==> config.mk <==
export PLATFORM = sky130hd
export DESIGN_NAME = arith_flag_unit
export DESIGN_NICKNAME = d
export VERILOG_FILES = /design/src/rtl/afu_pkg.sv /design/src/rtl/afu_shift.sv /design/src/rtl/afu_bitwise.sv /design/src/rtl/afu_arith.sv /design/src/rtl/afu_flag_reg.sv /design/src/rtl/arith_flag_unit.sv
export SDC_FILE = /design/constraint.sdc
export NUM_CORES = 2
export LEC_CHECK = 0
export ABC_AREA = 1
export BUFFER_PORTS_ARGS = -buffer_cell sky130_fd_sc_hd__buf_2
export CAP_MARGIN = 0
export CORE_MARGIN = 1
export CORE_UTILIZATION = 31
export CTS_BUF_LIST = sky130_fd_sc_hd__clkbuf_4 sky130_fd_sc_hd__clkbuf_8 sky130_fd_sc_hd__clkbuf_16
export DETAILED_ROUTE_END_ITERATION = 6
export PLACE_DENSITY_LB_ADDON = 0.25
export SETUP_SLACK_MARGIN = 0.3
export SLEW_MARGIN = 30
export SYNTH_ARGS = -nofsm -noshare
export SYNTH_HDL_FRONTEND = slang
export SYNTH_SLANG_ARGS = --single-unit
==> constraint.sdc <==
create_clock -name clk -period 18.17 [get_ports clk]
set_input_delay 3.634 -clock clk [delete_from_list [all_inputs] [get_ports clk]]
set_output_delay 3.634 -clock clk [all_outputs]
set_load 0.03 [all_outputs]
==> src/rtl/afu_pkg.sv <==
`timescale 1ns/1ps
package afu_pkg;

  localparam int OPC_W = 6;

  typedef enum logic [3:0] {
    CL_SHL, CL_SHR, CL_AND, CL_OR, CL_XOR, CL_NOT,
    CL_ADD, CL_SUB, CL_MUL, CL_NONE
  } op_class_e;

  typedef struct packed {
    logic c;
    logic n;
    logic z;
    logic p;
  } flags_t;

  function automatic op_class_e decode_op(input logic [OPC_W-1:0] opc);
    op_class_e cls;
    case (opc)
      6'd0, 6'd1:   cls = CL_SHL;
      6'd2, 6'd3:   cls = CL_SHR;
      6'd4, 6'd5:   cls = CL_AND;
      6'd6, 6'd7:   cls = CL_OR;
      6'd8, 6'd9:   cls = CL_XOR;
      6'd10:        cls = CL_NOT;
      6'd11, 6'd12: cls = CL_ADD;
      6'd13, 6'd14: cls = CL_SUB;
      6'd15, 6'd16: cls = CL_MUL;
      default:      cls = CL_NONE;
    endcase
    return cls;
  endfunction

endpackage

==> src/rtl/afu_shift.sv <==
`timescale 1ns/1ps
module afu_shift #(
  parameter int DATA_W = 32
) (
  input  logic [DATA_W-1:0] val,
  input  logic [DATA_W-1:0] amt,
  input  logic              go_right,
  output logic [DATA_W-1:0] shifted
);
  localparam int SH_W = $clog2(DATA_W);

  logic [DATA_W-1:0] stage [SH_W+1];
  logic              too_far;

  assign stage[0] = val;

  genvar gi;
  generate
    for (gi = 0; gi < SH_W; gi++) begin : g_stage
      localparam int DIST = 1 << gi;
      assign stage[gi+1] = !amt[gi] ? stage[gi] :
                           (go_right ? (stage[gi] >> DIST) : (stage[gi] << DIST));
    end
  endgenerate

  assign too_far = |amt[DATA_W-1:SH_W];
  assign shifted = too_far ? '0 : stage[SH_W];
endmodule

==> src/rtl/afu_bitwise.sv <==
`timescale 1ns/1ps
module afu_bitwise
  import afu_pkg::*;
#(
  parameter int DATA_W = 32
) (
  input  logic [DATA_W-1:0] a,
  input  logic [DATA_W-1:0] b,
  input  op_class_e         cls,
  output logic [DATA_W-1:0] y
);
  always_comb begin
    case (cls)
      CL_AND:  y = a & b;
      CL_OR:   y = a | b;
      CL_XOR:  y = a ^ b;
      CL_NOT:  y = ~a;
      default: y = '0;
    endcase
  end
endmodule

==> src/rtl/afu_arith.sv <==
`timescale 1ns/1ps
module afu_arith
  import afu_pkg::*;
#(
  parameter int DATA_W = 32
) (
  input  logic [DATA_W-1:0] a,
  input  logic [DATA_W-1:0] b,
  input  op_class_e         cls,
  output logic [DATA_W-1:0] y,
  output logic              carry
);
  localparam int PROD_W = 2 * DATA_W;

  logic [DATA_W:0]   sum_ext;
  logic [DATA_W:0]   dif_ext;
  logic [PROD_W-1:0] prod;

  assign sum_ext = {1'b0, a} + {1'b0, b};
  assign dif_ext = {1'b0, a} - {1'b0, b};
  assign prod    = {{DATA_W{1'b0}}, a} * {{DATA_W{1'b0}}, b};

  always_comb begin
    case (cls)
      CL_ADD: begin
        y     = sum_ext[DATA_W-1:0];
        carry = sum_ext[DATA_W];
      end
      CL_SUB: begin
        y     = dif_ext[DATA_W-1:0];
        carry = dif_ext[DATA_W];
      end
      CL_MUL: begin
        y     = prod[DATA_W-1:0];
        carry = |prod[PROD_W-1:DATA_W];
      end
      default: begin
        y     = '0;
        carry = 1'b0;
      end
    endcase
  end
endmodule

==> src/rtl/afu_flag_reg.sv <==
`timescale 1ns/1ps
module afu_flag_reg
  import afu_pkg::*;
(
  input  logic   clk,
  input  logic   rst,
  input  logic   load,
  input  flags_t d,
  output flags_t q
);
  always_ff @(posedge clk) begin
    if (rst)       q <= '0;
    else if (load) q <= d;
  end
endmodule

==> src/rtl/arith_flag_unit.sv <==
`timescale 1ns/1ps
module arith_flag_unit
  import afu_pkg::*;
#(
  parameter int DATA_W = 32
) (
  input  logic              clk,
  input  logic              rst,
  input  logic [DATA_W-1:0] op_a,
  input  logic [DATA_W-1:0] op_b,
  input  logic [OPC_W-1:0]  opcode,
  input  logic              upd_en,
  output logic [DATA_W-1:0] result,
  output logic [3:0]        flags
);
  op_class_e         cls;
  logic [DATA_W-1:0] sh_y, bw_y, ar_y;
  logic              ar_c;
  logic              is_shift, is_arith;
  flags_t            nxt, cur;

  assign cls      = decode_op(opcode);
  assign is_shift = (cls == CL_SHL) || (cls == CL_SHR);
  assign is_arith = (cls == CL_ADD) || (cls == CL_SUB) || (cls == CL_MUL);

  afu_shift #(.DATA_W(DATA_W)) u_shift (
    .val      (op_a),
    .amt      (op_b),
    .go_right (cls == CL_SHR),
    .shifted  (sh_y)
  );

  afu_bitwise #(.DATA_W(DATA_W)) u_bitwise (
    .a   (op_a),
    .b   (op_b),
    .cls (cls),
    .y   (bw_y)
  );

  afu_arith #(.DATA_W(DATA_W)) u_arith (
    .a     (op_a),
    .b     (op_b),
    .cls   (cls),
    .y     (ar_y),
    .carry (ar_c)
  );

  always_comb begin
    if (is_shift)      result = sh_y;
    else if (is_arith) result = ar_y;
    else               result = bw_y;
  end

  always_comb begin
    nxt.c = is_arith & ar_c;
    nxt.n = result[DATA_W-1];
    nxt.z = (result == '0);
    nxt.p = !result[DATA_W-1] && (result != '0);
  end

  afu_flag_reg u_flags (
    .clk  (clk),
    .rst  (rst),
    .load (upd_en),
    .d    (nxt),
    .q    (cur)
  );

  assign flags = cur;
endmodule

Yosys cells after proc, flatten, opt, wreduce, memory -nomap -nowiden
Memories as Yosys holds them, arrays and structs flattened. Cells that the tools add are included.

Bits in registers: 4. Bits in read-only memories: 128. Bits of input ports: 73. Output and inout bits: 36. Logic and storage cells: 48. Memories kept: 1.

$add $sub $neg: 2. Multiply operators: 1. Equality and inequality tests: 8. Muxes and demuxes: 17. Bitwise gates (word level): 5. Reduce and logical (&&, ||, !) cells: 10.

Memory list: (name not given) (depth 32, bits a word 4, read ports 1, clocked after Yosys merged registers in 0, wr ports 0, line afu_pkg.sv:20) `case (opc)`.

Operators with widths (number): $mux 32 (13); $pmux 32 s4 (1); $pmux 32 s3 (1); $mul 32x32->64 (1); $add 32x32->33 (1); $sub 32x32->33 (1); $and 32x32->32 (1); $logic_not 32->1 (1); $not 32->32 (1); $or 32x32->32 (1); $reduce_bool 32->1 (1); $reduce_or 32->1 (1); $xor 32x32->32 (1); $reduce_or 27->1 (1); $eq 4x3->1 const B (4); $eq 4x2->1 const B (2); $eq 4x1->1 const B (1); $eq 4x4->1 const B (1); $logic_not 4->1 (1); $mux 4 (1); $logic_or 1x1->1 (3); $pmux 1 s3 (1); $and 1x1->1 (1); $logic_and 1x1->1 (1); $logic_not 1->1 (1).

Longest topological paths before layout
An unclocked memory read counts as a cell.

Depth in word-level cells: 17. Gate-level depth with buffers: 41.

By module
A second synthesis with hierarchy kept.

Cell total of the unflattened synthesis: 7074. Area total of the unflattened synthesis: 46953.8 µm².

By module, submodules not included: afu_arith (times used 1, cells an instance 5610, area each 39735.6 µm², seq. area each 0.0 µm²); afu_shift (times used 1, cells an instance 666, area each 3111.7 µm², seq. area each 0.0 µm²); afu_bitwise (times used 1, cells an instance 482, area each 2595.0 µm², seq. area each 0.0 µm²); arith_flag_unit (times used 1, cells an instance 290, area each 1338.8 µm², seq. area each 0.0 µm²); afu_flag_reg (times used 1, cells an instance 26, area each 172.7 µm², seq. area each 80.1 µm²).

Worst setup path after synthesis
No wires, ideal clock.

Path type: input port to output port. Start: input port op_b[4]. End: output port result[28]. Data arrival time: 10.209 ns. Required time: 14.536 ns. Setup slack: 4.327 ns. Stages on the path: 27. Path buffers: 3. Path through: clkbuf_1 -> clkbuf_1 -> clkbuf_1 -> nand2_1 -> inv_1 -> fa_1 -> inv_1 -> fa_1 -> fa_1 -> fa_1 -> inv_1 -> fa_1 -> fa_1 -> fa_1 -> fa_1 -> ha_1 -> a21o_1 -> a21oi_1 -> a21boi_0 -> nand2_1 -> a21oi_1 -> o21ai_0 -> or2_2 -> nand3_1 -> nand3_1 -> nor2_1 -> nand2_1.

Cells in the longest elaborated chain, start to end: 4. Elaborated cells between the ends (all ways): 8. Those cells by class: add/sub (2); mul (1); mux (5).

Ends and longest elaborated chain: start, declared (line arith_flag_unit.sv:10) `input logic [DATA_W-1:0] op_b,`; $mul 32x32->64 (tied with other cells) (line afu_arith.sv:21) `assign prod = {{DATA_W{1'b0}}, a} * {{DATA_W{1'b0}}, b};`; $pmux 32 s3 (line afu_arith.sv:24) `case (cls)`; $mux 32 (line arith_flag_unit.sv:50) `else if (is_arith) result = ar_y;`; $mux 32 * (line arith_flag_unit.sv:49) `if (is_shift) result = sh_y;`; end, declared (line arith_flag_unit.sv:13) `output logic [DATA_W-1:0] result,`.

Every way passes the cells marked *; elsewhere a longest branch is shown, timed or not.

Worst setup path in the final report
Start: input port op_b[9]. End: output port result[22].

The elaborated chain is that of the path after synthesis.

==> run metrics <==
clock tree buffer depth=2; WL met2=77840 um; # H-tree levels=1; Worst-path clk slew=30 ps; initial antenna violation count=3; Reg-to-Reg End=u_flags.q[1]$_SDFFE_PP0P_; Die Y=375.4 um; Synth area leader=fa_1; Vias=39050; PortBufs=108; Worst setup startpoint=op_b[9]; hold depth=2; R2R depth=2; most used cell, CP=fa_1; Top Registers=u_flags.q (4); minimum clock period=15450 ps; largest net degree at the start of global routing=52; Top-Level Pins=109; vias in the first global route=41370; fin cells=7896; top-count cell post-synth=nand2_1; cts repair resizes=0; CP max stage cell=buf_2; global route overflow=0; WL/cell=20.77 um; Vias per Instance=4.945; row cnt=136; crit-path max FO=34; die width=375.4 um; setup bufs post-CTS=0; Post-synth EDFFs=0; worst-margin pin slew=1001 ps; ys async rst share=0%; WL final=164000 um; Post-Synthesis Cells=6180; Pre-antenna DRT Iters=7; synth cell count leaders=nand2_1, inv_1, fa_1; top sig layer=met4; nets@finish=7370; period utilization=85.01%; GPL Wtd Cong=0.9998; Fmax achieved=64.74 MHz; failing checks=DRC; R2R Setup Slk=17550 ps; sequential share of the synthesized area=0.1852%; first-pass GRT wire length=255800 um; Hold Crit Start=u_flags.q[0]$_SDFFE_PP0P_; max_slew headroom=33.26%; Synth area leaders=fa_1, nand2_1, inv_1; worst clock skew=0 ps; Setup Viol. Count Final=0; register bank with the most flops=u_flags.q; syn_area_per_cell=6.995 um^2; Starting Density=31.33%; RSZ-0062 raised after global routing=no; WS Path Type=input port to output port; post-synth net total=7515; #FFs+latches synth=4; # DRC=1; Num CTS Buffers=3; DR iter-0 viols=3240; Area Overhead vs Synth=5.059%; MaxCap Viol Count=0; synthesized cell area=0.04323 mm^2; hold-fix buffers at CTS=0; Seq. cell area=80.08 um^2; Hold EP=u_flags.q[0]$_SDFFE_PP0P_; routed length on met3=9164 um; CP max stage delay=730 ps; setup TNS=0 ps; Fill cells=15190; Antenna Cells=0; r2r startpoint=u_flags.q[1]$_SDFFE_PP0P_; Final Max Tran Viols=0; Placed Area=0.04530 mm^2; CTS Sinks=4; worst skew pair latency=230 ps; footprint of the multi-input gates=0.03586 mm^2; Synth top area share=41.54%; share of layout cells above drive strength 1=3.928%; Placed Cells=7891; worst min path class=flop to flop; commonest register cell after synthesis=dfxtp_1; HPWL Detailed=132100 um; Core ar.=0.1380 mm^2; Root Driver=clkbuf_16; die area=0.1410 mm^2; Finished Cell Area=0.04542 mm^2; synth warn=0; crit end category=output port; Required @ worst endpoint=14540 ps; met1 WL=73670 um; final hold violation count=0; distinct cell type count after synthesis=58; outcome=finished with violations; Final ANT Viol Nets=0; CP Data Arrival Time=11810 ps; startpoint types=input port; max reg flops=4; CTS tree=done; GRT Util Overall=23.61%
[cell usage in the layout, fill, tap and decap left out, drive strengths merged, types with 50 or more instances in the layout]
master and instances:
buf 182, nor2 266, o22ai 50, fa 897
o21ai 179, nand4 61, inv 1577, ha 365
a21oi 221, nand3 245, nand2 1750
[cell families after synthesis]
group	Yosys count	share of synthesized area (%)
DFF	4	0.1852
buffers and inverters	1913	16.92
adders and majority gates	1262	52.10
and+or+nand+nor	2397	22.59
xor gates and xnor gates	43	0.8711
AOI/OAI and AO/OA	561	7.328
[critical path: cells and delay by family]
family | cells | cell delay (ps)
simple gates | 2 | 520
xor+xnor | 1 | 610
fa+ha+maj | 10 | 4540
compound gates | 6 | 1110
buf+inv | 7 | 1380
[metal layers]
layer	vias to the layer above	global-route usage, %
met2	1270	40.11
li1	17860	-
met5	-	0
met4	0	3.951
met3	166	1.729
met1	19750	33.14
[metrics by stage]
stage / utilization (%) / worst slack, ps / hold slack (ps)
floorplan: - / 4327 / 583.6
global placement: 32.81 / 2868 / 445.7
detailed placement: 32.82 / 2773 / 454.2
CTS: 32.88 / 2742 / 459.7
global route: 32.91 / 2359 / 500.4
finish: 32.91 / 2724 / 460.8
[how the worst max path moves through the flow]
stage                      end
floorplan           result[28]
global placement    result[28]
detailed placement  result[25]
CTS                 result[25]
global route        result[28]
finish              result[22]
[cell type report]
class	instances	area share (%)
flip-flops and latches	4	0.1763
repair buffers	182	2.496
clock buffers	3	0.1653
well taps	1863	5.132
inverters	1581	13.08
multi-input cells	4263	78.95
Power is left out: the tool's default activity adds up to more than one toggle a clock period on the data nets, which glitch-free logic cannot reach.
